### config.mk
export PLATFORM = sky130hd
export DESIGN_NAME = latch_stat_reg
export DESIGN_NICKNAME = d
export VERILOG_FILES = /design/src/rtl/stat_reg_pkg.sv /design/src/rtl/stat_ctrl_cell.sv /design/src/rtl/stat_latch_cell.sv /design/src/rtl/stat_irq_reduce.sv /design/src/rtl/latch_stat_reg.sv
export SDC_FILE = /design/constraint.sdc
export NUM_CORES = 1
export LEC_CHECK = 0
export BUFFER_PORTS_ARGS = -buffer_cell sky130_fd_sc_hd__buf_2
export CELL_PAD_IN_SITES_DETAIL_PLACEMENT = 1
export CELL_PAD_IN_SITES_GLOBAL_PLACEMENT = 1
export CORE_MARGIN = 5
export CORE_UTILIZATION = 27
export CTS_CLUSTER_SIZE = 40
export DETAILED_ROUTE_END_ITERATION = 16
export PLACE_DENSITY = 0.82
export SLEW_MARGIN = 10
export SYNTH_ARGS = -nofsm -noshare
export SYNTH_HDL_FRONTEND = slang
export SYNTH_HIERARCHICAL = 1
export SYNTH_SLANG_ARGS = --single-unit
### constraint.sdc
create_clock -name clk -period 1.5 [get_ports clk]
set_input_delay 0.15 -clock clk [delete_from_list [all_inputs] [get_ports clk]]
set_output_delay 0.15 -clock clk [all_outputs]
set_load 0.005 [all_outputs]
### src/rtl/stat_reg_pkg.sv
// Package: shared kind codes for the mixed-access status register.
// Assumes: every bit position is described by one 3-bit code in a packed
// parameter, bit i at [3*i +: 3].
package stat_reg_pkg;

    typedef enum logic [2:0] {
        ACC_RO   = 3'd0,
        ACC_WO   = 3'd1,
        ACC_RW   = 3'd2,
        ACC_RWSC = 3'd3,
        ACC_LL   = 3'd4,
        ACC_LH   = 3'd5,
        ACC_LT   = 3'd6
    } acc_kind_e;

    localparam int KIND_W = 3;

    // True for the kinds that hold an event until read.
    function automatic logic is_event_kind(input logic [2:0] k);
        return (k == ACC_LL) || (k == ACC_LH) || (k == ACC_LT);
    endfunction

endpackage

### src/rtl/stat_ctrl_cell.sv
// Module: one plain-access bit (read-only, write-only, stored, self-clearing).
// Assumes: KIND is one of ACC_RO, ACC_WO, ACC_RW, ACC_RWSC; SC_CYCLES >= 1.
// A write always wins over a self-clear in the same cycle.
module stat_ctrl_cell
    import stat_reg_pkg::*;
#(
    parameter logic [2:0] KIND      = ACC_RW,
    parameter int         SC_CYCLES = 4
) (
    input  logic clk,
    input  logic rst_n,
    input  logic live_i,
    input  logic wr_en,
    input  logic wr_bit,
    input  logic done_i,
    output logic view_o
);

    localparam int            CNT_W = $clog2(SC_CYCLES + 1);
    localparam logic [CNT_W-1:0] LAST = CNT_W'(SC_CYCLES - 1);
    localparam logic          SELF_CLEAR = (KIND == ACC_RWSC);

    logic             stored_q;
    logic [CNT_W-1:0] age_q;

    // Stored value and self-clear age counter.
    always_ff @(posedge clk) begin
        if (!rst_n) begin
            stored_q <= 1'b0;
            age_q    <= '0;
        end else if (wr_en) begin
            stored_q <= wr_bit;
            age_q    <= '0;
        end else if (SELF_CLEAR && stored_q) begin
            if (done_i || (age_q == LAST)) begin
                stored_q <= 1'b0;
                age_q    <= '0;
            end else begin
                age_q <= age_q + 1'b1;
            end
        end
    end

    // Read view per kind.
    always_comb begin
        case (KIND)
            ACC_RO:  view_o = live_i;
            ACC_WO:  view_o = 1'b0;
            default: view_o = stored_q;
        endcase
    end

endmodule

### src/rtl/stat_latch_cell.sv
// Module: one event-holding bit (latch-low, latch-high, latch-on-transition).
// Assumes: KIND is one of ACC_LL, ACC_LH, ACC_LT. A read reloads the live
// value on the edge after the strobe; an event seen in the read cycle is kept.
module stat_latch_cell
    import stat_reg_pkg::*;
#(
    parameter logic [2:0] KIND = ACC_LT
) (
    input  logic clk,
    input  logic rst_n,
    input  logic live_i,
    input  logic rd_stb,
    output logic view_o,
    output logic pend_o
);

    logic held_q;
    logic pend_q;

    // Held value and pending flag.
    always_ff @(posedge clk) begin
        if (!rst_n) begin
            case (KIND)
                ACC_LL:  held_q <= 1'b1;
                ACC_LH:  held_q <= 1'b0;
                default: held_q <= live_i;
            endcase
            pend_q <= 1'b0;
        end else if (rd_stb) begin
            held_q <= live_i;
            pend_q <= (KIND == ACC_LT) && (live_i != held_q);
        end else begin
            case (KIND)
                ACC_LL: held_q <= held_q & live_i;
                ACC_LH: held_q <= held_q | live_i;
                default: begin
                    if (!pend_q && (live_i != held_q)) begin
                        held_q <= live_i;
                        pend_q <= 1'b1;
                    end
                end
            endcase
        end
    end

    // Outputs.
    assign view_o = held_q;
    assign pend_o = pend_q;

endmodule

### src/rtl/stat_irq_reduce.sv
// Module: interrupt reduction of pending flags under an enable mask.
// Assumes: mask bit 1 enables the matching pending flag.
module stat_irq_reduce #(
    parameter int WIDTH = 16
) (
    input  logic [WIDTH-1:0] pend_i,
    input  logic [WIDTH-1:0] mask_i,
    output logic             irq_o
);

    // OR of enabled pending flags.
    always_comb begin
        irq_o = |(pend_i & mask_i);
    end

endmodule

### src/rtl/latch_stat_reg.sv
// Module: mixed-access status register, top level.
// Assumes: BIT_TYPES holds one 3-bit kind code per bit, bit i at [3*i +: 3];
// rd_stb and wr_en are single-cycle strobes from the management logic.
module latch_stat_reg
    import stat_reg_pkg::*;
#(
    parameter int                 WIDTH     = 16,
    parameter int                 SC_CYCLES = 4,
    parameter logic [WIDTH*3-1:0] BIT_TYPES = {
        3'd6, 3'd6, 3'd6, 3'd6,
        3'd5, 3'd5, 3'd4, 3'd4,
        3'd0, 3'd0, 3'd1, 3'd1,
        3'd3, 3'd3, 3'd2, 3'd2}
) (
    input  logic             clk,
    input  logic             rst_n,
    input  logic [WIDTH-1:0] live_in,
    input  logic             wr_en,
    input  logic [WIDTH-1:0] wr_data,
    input  logic [WIDTH-1:0] sc_done,
    input  logic             rd_stb,
    input  logic [WIDTH-1:0] irq_mask,
    output logic [WIDTH-1:0] rd_data,
    output logic             irq
);

    logic [WIDTH-1:0] view_w;
    logic [WIDTH-1:0] pend_w;

    for (genvar i = 0; i < WIDTH; i++) begin : g_bit
        localparam logic [2:0] KIND = BIT_TYPES[KIND_W*i +: KIND_W];
        if (is_event_kind(KIND)) begin : g_event
            stat_latch_cell #(
                .KIND (KIND)
            ) u_cell (
                .clk    (clk),
                .rst_n  (rst_n),
                .live_i (live_in[i]),
                .rd_stb (rd_stb),
                .view_o (view_w[i]),
                .pend_o (pend_w[i])
            );
        end else begin : g_plain
            stat_ctrl_cell #(
                .KIND      (KIND),
                .SC_CYCLES (SC_CYCLES)
            ) u_cell (
                .clk    (clk),
                .rst_n  (rst_n),
                .live_i (live_in[i]),
                .wr_en  (wr_en),
                .wr_bit (wr_data[i]),
                .done_i (sc_done[i]),
                .view_o (view_w[i])
            );
            assign pend_w[i] = 1'b0;
        end
    end

    stat_irq_reduce #(
        .WIDTH (WIDTH)
    ) u_irq (
        .pend_i (pend_w),
        .mask_i (irq_mask),
        .irq_o  (irq)
    );

    assign rd_data = view_w;

endmodule

Yosys cells after proc, flatten, opt, wreduce, memory -nomap -nowiden. Index checks and enable logic that the tools add are counted.

Add/sub/neg operators: 2. Equal/unequal tests: 10. Muxes and demuxes: 32. Bitwise logic cells: 6. Reduce and logical (&&, ||, !) cells: 16.

Operator list (number): two-way mux 1 bit (30); AND 16 bit (1); OR reduction 16 bit (1); != test 3 x 1 -> 1 bit, second input constant (4); nonzero test 2 bit (4); adder 3 x 1 -> 3 bit, second input constant (2); == test 3 x 2 -> 1 bit, second input constant (2); two-way mux 3 bit (2); logical AND 1 bit (4); logical NOT 1 bit (4); != test 1 bit (4); AND 1 bit (2); logical OR 1 bit (2); OR 1 bit (2); OR reduction 2 bit (1); NOT 1 bit (1).

Register bits: 22. Bits of input ports: 68. Output and inout bits: 17.

Depth between registers and ports, before layout.
Depth in word-level cells: 5. Mapped depth: 4. Gate-level depth less buffers: 4.

Cells and area by module. The synthesis kept the hierarchy.

By module, submodules not included: stat_ctrl_cell at g_bit[2].g_plain.u_cell ... (instances 2, cells each 20, area an instance 201.4 um2, sequential area each 80.1 um2); stat_latch_cell at g_bit[12].g_event.u_cell ... (instances 4, cells each 7, area an instance 83.8 um2, sequential area each 50.0 um2); stat_latch_cell at g_bit[10].g_event.u_cell ... (instances 2, cells each 5, area an instance 52.6 um2, sequential area each 20.0 um2); stat_irq_reduce (instances 1, cells each 9, area an instance 101.3 um2, sequential area each 0.0 um2); stat_latch_cell at g_bit[8].g_event.u_cell ... (instances 2, cells each 5, area an instance 40.0 um2, sequential area each 20.0 um2); stat_ctrl_cell at g_bit[0].g_plain.u_cell ... (instances 2, cells each 3, area an instance 36.3 um2, sequential area each 20.0 um2); stat_ctrl_cell at g_bit[4].g_plain.u_cell ... (instances 2, cells each 2, area an instance 11.3 um2, sequential area each 0.0 um2); stat_ctrl_cell at g_bit[6].g_plain.u_cell ... (instances 2, cells each 1, area an instance 7.5 um2, sequential area each 0.0 um2); latch_stat_reg (instances 1, cells each 1, area an instance 3.8 um2, sequential area each 0.0 um2).

Worst setup path after synthesis. No wires, ideal clock.

Path kind: register to register. Start: reg g_bit[2].g_plain.u_cell.age_q[0]. End: reg g_bit[2].g_plain.u_cell.age_q[2]. Library setup time: 0.070 ns. Arrival: 1.298 ns. Data required time: 1.430 ns. Setup slack: 0.133 ns. Stages on the path, launching flop included: 5. Cell sequence: dfxtp_1 -> ha_1 -> ha_1 -> or4b_1 -> a21oi_1.

Cells in the longest elaborated chain, start to end: 3. Elaborated cells between the ends (all ways): 4. Classes of those cells: add/sub: 1; eq/ne: 1; mux: 1; reduce/logical: 1.

RTL lines: from (decl) (RTL line stat_ctrl_cell.sv:24) `logic [CNT_W-1:0] age_q;`; from (signal assigned) (RTL line stat_ctrl_cell.sv:39) `age_q <= age_q + 1'b1;`; branches (longest 2 deep; another with adder 3 x 1 -> 3 bit); two-way mux 3 bit (*) (RTL line stat_ctrl_cell.sv:35) `if (done_i || (age_q == LAST)) begin`.

Every way passes the cells marked *. A chain may end at the register's enable or synchronous reset.

Worst setup path after layout.
Start: reg g_bit[3].g_plain.u_cell.age_q[0]. End: reg g_bit[3].g_plain.u_cell.stored_q.

Cells in the longest elaborated chain, start to end: 5.

RTL lines: from (decl) (RTL line stat_ctrl_cell.sv:24); from (signal assigned) (RTL line stat_ctrl_cell.sv:39); == test 3 x 2 -> 1 bit (RTL line stat_ctrl_cell.sv:35); logical OR 1 bit (RTL line stat_ctrl_cell.sv:35); two-way mux 1 bit (RTL line stat_ctrl_cell.sv:35); two-way mux 1 bit (RTL line stat_ctrl_cell.sv:34) `end else if (SELF_CLEAR && stored_q) begin`; two-way mux 1 bit (RTL line stat_ctrl_cell.sv:31) `end else if (wr_en) begin`; to (signal assigned) (RTL line stat_ctrl_cell.sv:32) `stored_q <= wr_bit;`; to (decl) (RTL line stat_ctrl_cell.sv:23) `logic stored_q;`.

No other way between the ends.

==> metrics.yaml <==
global_route:
  grt_pass1_wl_mm: 4.140
  grt_max_degree: 19
  antenna_found_initial: 0
  grt_overflow: 0
  grt_usage: 0.09641
  first_global_vias: 956
synth:
  synth_compound_area_frac: 0.1890
  synth.area.top_cells: "dfxtp_1 32%, edfxtp_1 11%, nand2b_1 6.6%, or4b_1 5.3%, a221oi_2 5.3%"
  seq_area_frac_synth: 0.4220
  synth.most_common_cell: "dfxtp_1"
  synth_top_family_by_area: "simple AND/OR/NAND/NOR gates"
  synthFlopType: "dfxtp_1"
  async_reset_ff_frac: 0
  yosys.area_share.adder: 0.04396
  synthMuxAreaShare: 0.01758
  synth_top_area_cell: "dfxtp_1"
  synthSimpleGateAreaFrac: 0.2143
  synth.distinct_cells: 21
  netlist.area_leader.share: 0.3165
  synth_common_cells: "18 x dfxtp_1, 12 x nand2b_1, 8 x buf_4, 7 x conb_1"
  synth-seq-cells: 22
  synth_edf_count: 4
  synth_cells: 110
  syn_area_per_cell_um2: 10.35
  synth_area_um2: 1139
  ys_warn_count: 6
  synth_xor_area_frac: 0.03077
cts:
  cts.sinks: 22
  clockRootBuffer: "clkbuf_8"
  h-tree-depth: 1
  clkTransAtPathRegs_ns: 0.09
  cts_setup_buffers: 0
  cts_tree: "built"
  post_cts_resized: 0
  cts_hold_buf: 0
  cts.path.max_buffers: 2
  cts_made_buffers: 3
  clk-insertion-delay-late_ns: 0.26
route:
  first_pass_iters: 4
  wl_met2_mm: 1.238
  drt_iter0_drc: 20
  highest-signal-layer: "met4"
  met1_length_mm: 1.151
  avgRoutedWirePerCell_um: 12.96
  dr_wl_met3_um: 298
  totalWireLength_mm: 2.709
  drt.antenna.violating_nets: 0
  route.vias.total: 930
  viasPerCell: 4.450
  drcViolationCount: 0
floorplanning:
  die-area_um2: 5616
  floorplan.initialDensity: 0.2806
  fp.dieW_um: 74.94
  die-height_um: 74.94
  num_rows: 23
  coreArea_um2: 4058
  io_pins: 85
place:
  gp_congestion: 0.6827
  io_buffers: 46
  place_ws_ns: 0.03467
  hpwl_mm: 2.151
power:
  peakVddDrop_v: 0.0003203
  p_leak_nw: 0.6287
  power_mw: 1.411
  cellPowerDensity_nw_per_um2: 952.2
critical_path:
  startpoint_type: "register"
  crit_path_max_incr_delay_ns: 0.54
  worstSetupPathType: "reg2reg"
  cp-end-kind: "register"
  cp_max_fo: 4
  path_cells: "ha_1 -> ha_2 -> or4b_4 -> a21boi_1"
  required_ns: 1.70
  crit_arrival_ns: 1.64
  cpMaxStageDelayCell: "or4b_4"
cells_and_area:
  area_delta_synth_final_pct: 30.11
  nFillCells: 491
  fin_nets: 232
  drive_gt1_frac: 0.3774
  diodes: 0
sta:
  setup_violations: 0
  slew_violations: 0
  worst_slack_ns: 0.06191
  fmax_mhz: 695.4
  hold_viol_final: 0
  layout_min_cycle_time_ns: 1.438
  finalSetupTns_ns: 0
  finalCritPeriodShare: 0.9587
  fin_skew_ns: 0.0002700
  rsz0062_at_grt: "no"
flow_run:
  cap_viol_max_count: 0
status:
  status: "completed"
min_path:
  hp-class: "in2reg"
-- through the flow --
stage	utilization	cells	instance area [um^2]	hold WS [ns]
finish	0.3651	209	1481	0.08480
global route	0.3651	209	1481	0.07877
CTS	0.3620	209	1469	0.07317
detailed placement	0.3444	205	1398	0.3000
global placement	0.3444	205	1398	0.3000
floorplan	-	117	1165	0.2119
-- per-layer routing --
metal | GRT usage | vias to the layer above
li1 | - | 467
met1 | 0.1128 | 422
met2 | 0.1663 | 39
met3 | 0.03204 | 2
met4 | 0.02964 | 0
met5 | 0 | -
-- final timing paths --
kind | startpoint | to | slack, ns | cells past startpoint
worst max-delay path | g_bit[3].g_plain.u_cell/age_q[0] | g_bit[3].g_plain.u_cell/view_o | 0.06 | 4
worst min-delay path | live_in[12] | g_bit[12].g_event.u_cell/view_o | 0.08 | 1
worst max register to register | g_bit[3].g_plain.u_cell/age_q[0] | g_bit[3].g_plain.u_cell/view_o | 0.06 | 4
worst min register to register | g_bit[2].g_plain.u_cell/age_q[2] | g_bit[2].g_plain.u_cell/age_q[2] | 0.48 | 2
-- area by class of cell --
| class | count | area [um^2] | area share |
|---|---|---|---|
| Clock buffer | 3 | 41.29 | 0.02787 |
| Clock inverter | 1 | 30.03 | 0.02027 |
| Inverter | 2 | 7.507 | 0.005068 |
| Multi-Input combinational cell | 85 | 629.4 | 0.4248 |
| Sequential cell | 22 | 480.5 | 0.3243 |
| Tap cell | 50 | 62.56 | 0.04223 |
| Timing Repair Buffer | 46 | 230.2 | 0.1554 |
-- power by group --
group          leakage [nW]  total [mW]  switching [mW]  internal, mW
clock                0.0357       0.560           0.203         0.356
sequential            0.190       0.661          0.0244         0.636
combinational         0.403       0.191          0.0869         0.104
-- sequential cells by signal (all words and copies together), names as in the netlist --
signal / count
g_bit.g_event.u_cell/view_o: 8
g_bit.g_plain.u_cell/age_q: 6
g_bit.g_event.u_cell/pend_o: 4
g_bit.g_plain.u_cell/view_o: 4
-- placed cells by master (no fill, tap or decap) --
master,instances
a21boi_1,6
a21oi_1,5
a21oi_2,1
a221oi_2,4
a22o_1,4
buf_2,46
bufinv_16,1
clkbuf_8,3
conb_1,14
dfxtp_1,18
edfxtp_1,4
ha_1,2
ha_2,2
inv_1,2
mux2i_1,2
nand2_1,4
nand2b_1,12
nand4_1,1
nand4bb_1,2
nor2b_1,6
nor2b_4,2
o21a_1,2
o21ai_1,6
or4b_1,5
or4b_4,1
xnor2_1,4
-- cell families (layout without fill, tap and decap cells) --
family	after synthesis	in the layout
AO/OA/AOI/OAI	28	28
XOR/XNOR	4	4
flip-flops	22	22
AND/OR/NAND/NOR	33	33
other	7	14
buffers and inverters	10	52
multiplexers	2	2
adder cells (fa/ha/maj)	4	4
-- critical path: cells and delay by family (launching register included) --
kind / cells / cell delay [ns]
AND/OR/NAND/NOR: 1 / 0.54
adder cells (fa/ha/maj): 2 / 0.39
flip-flops: 1 / 0.33
AO/OA/AOI/OAI: 1 / 0.12
Power figures use the tool's default switching activity.
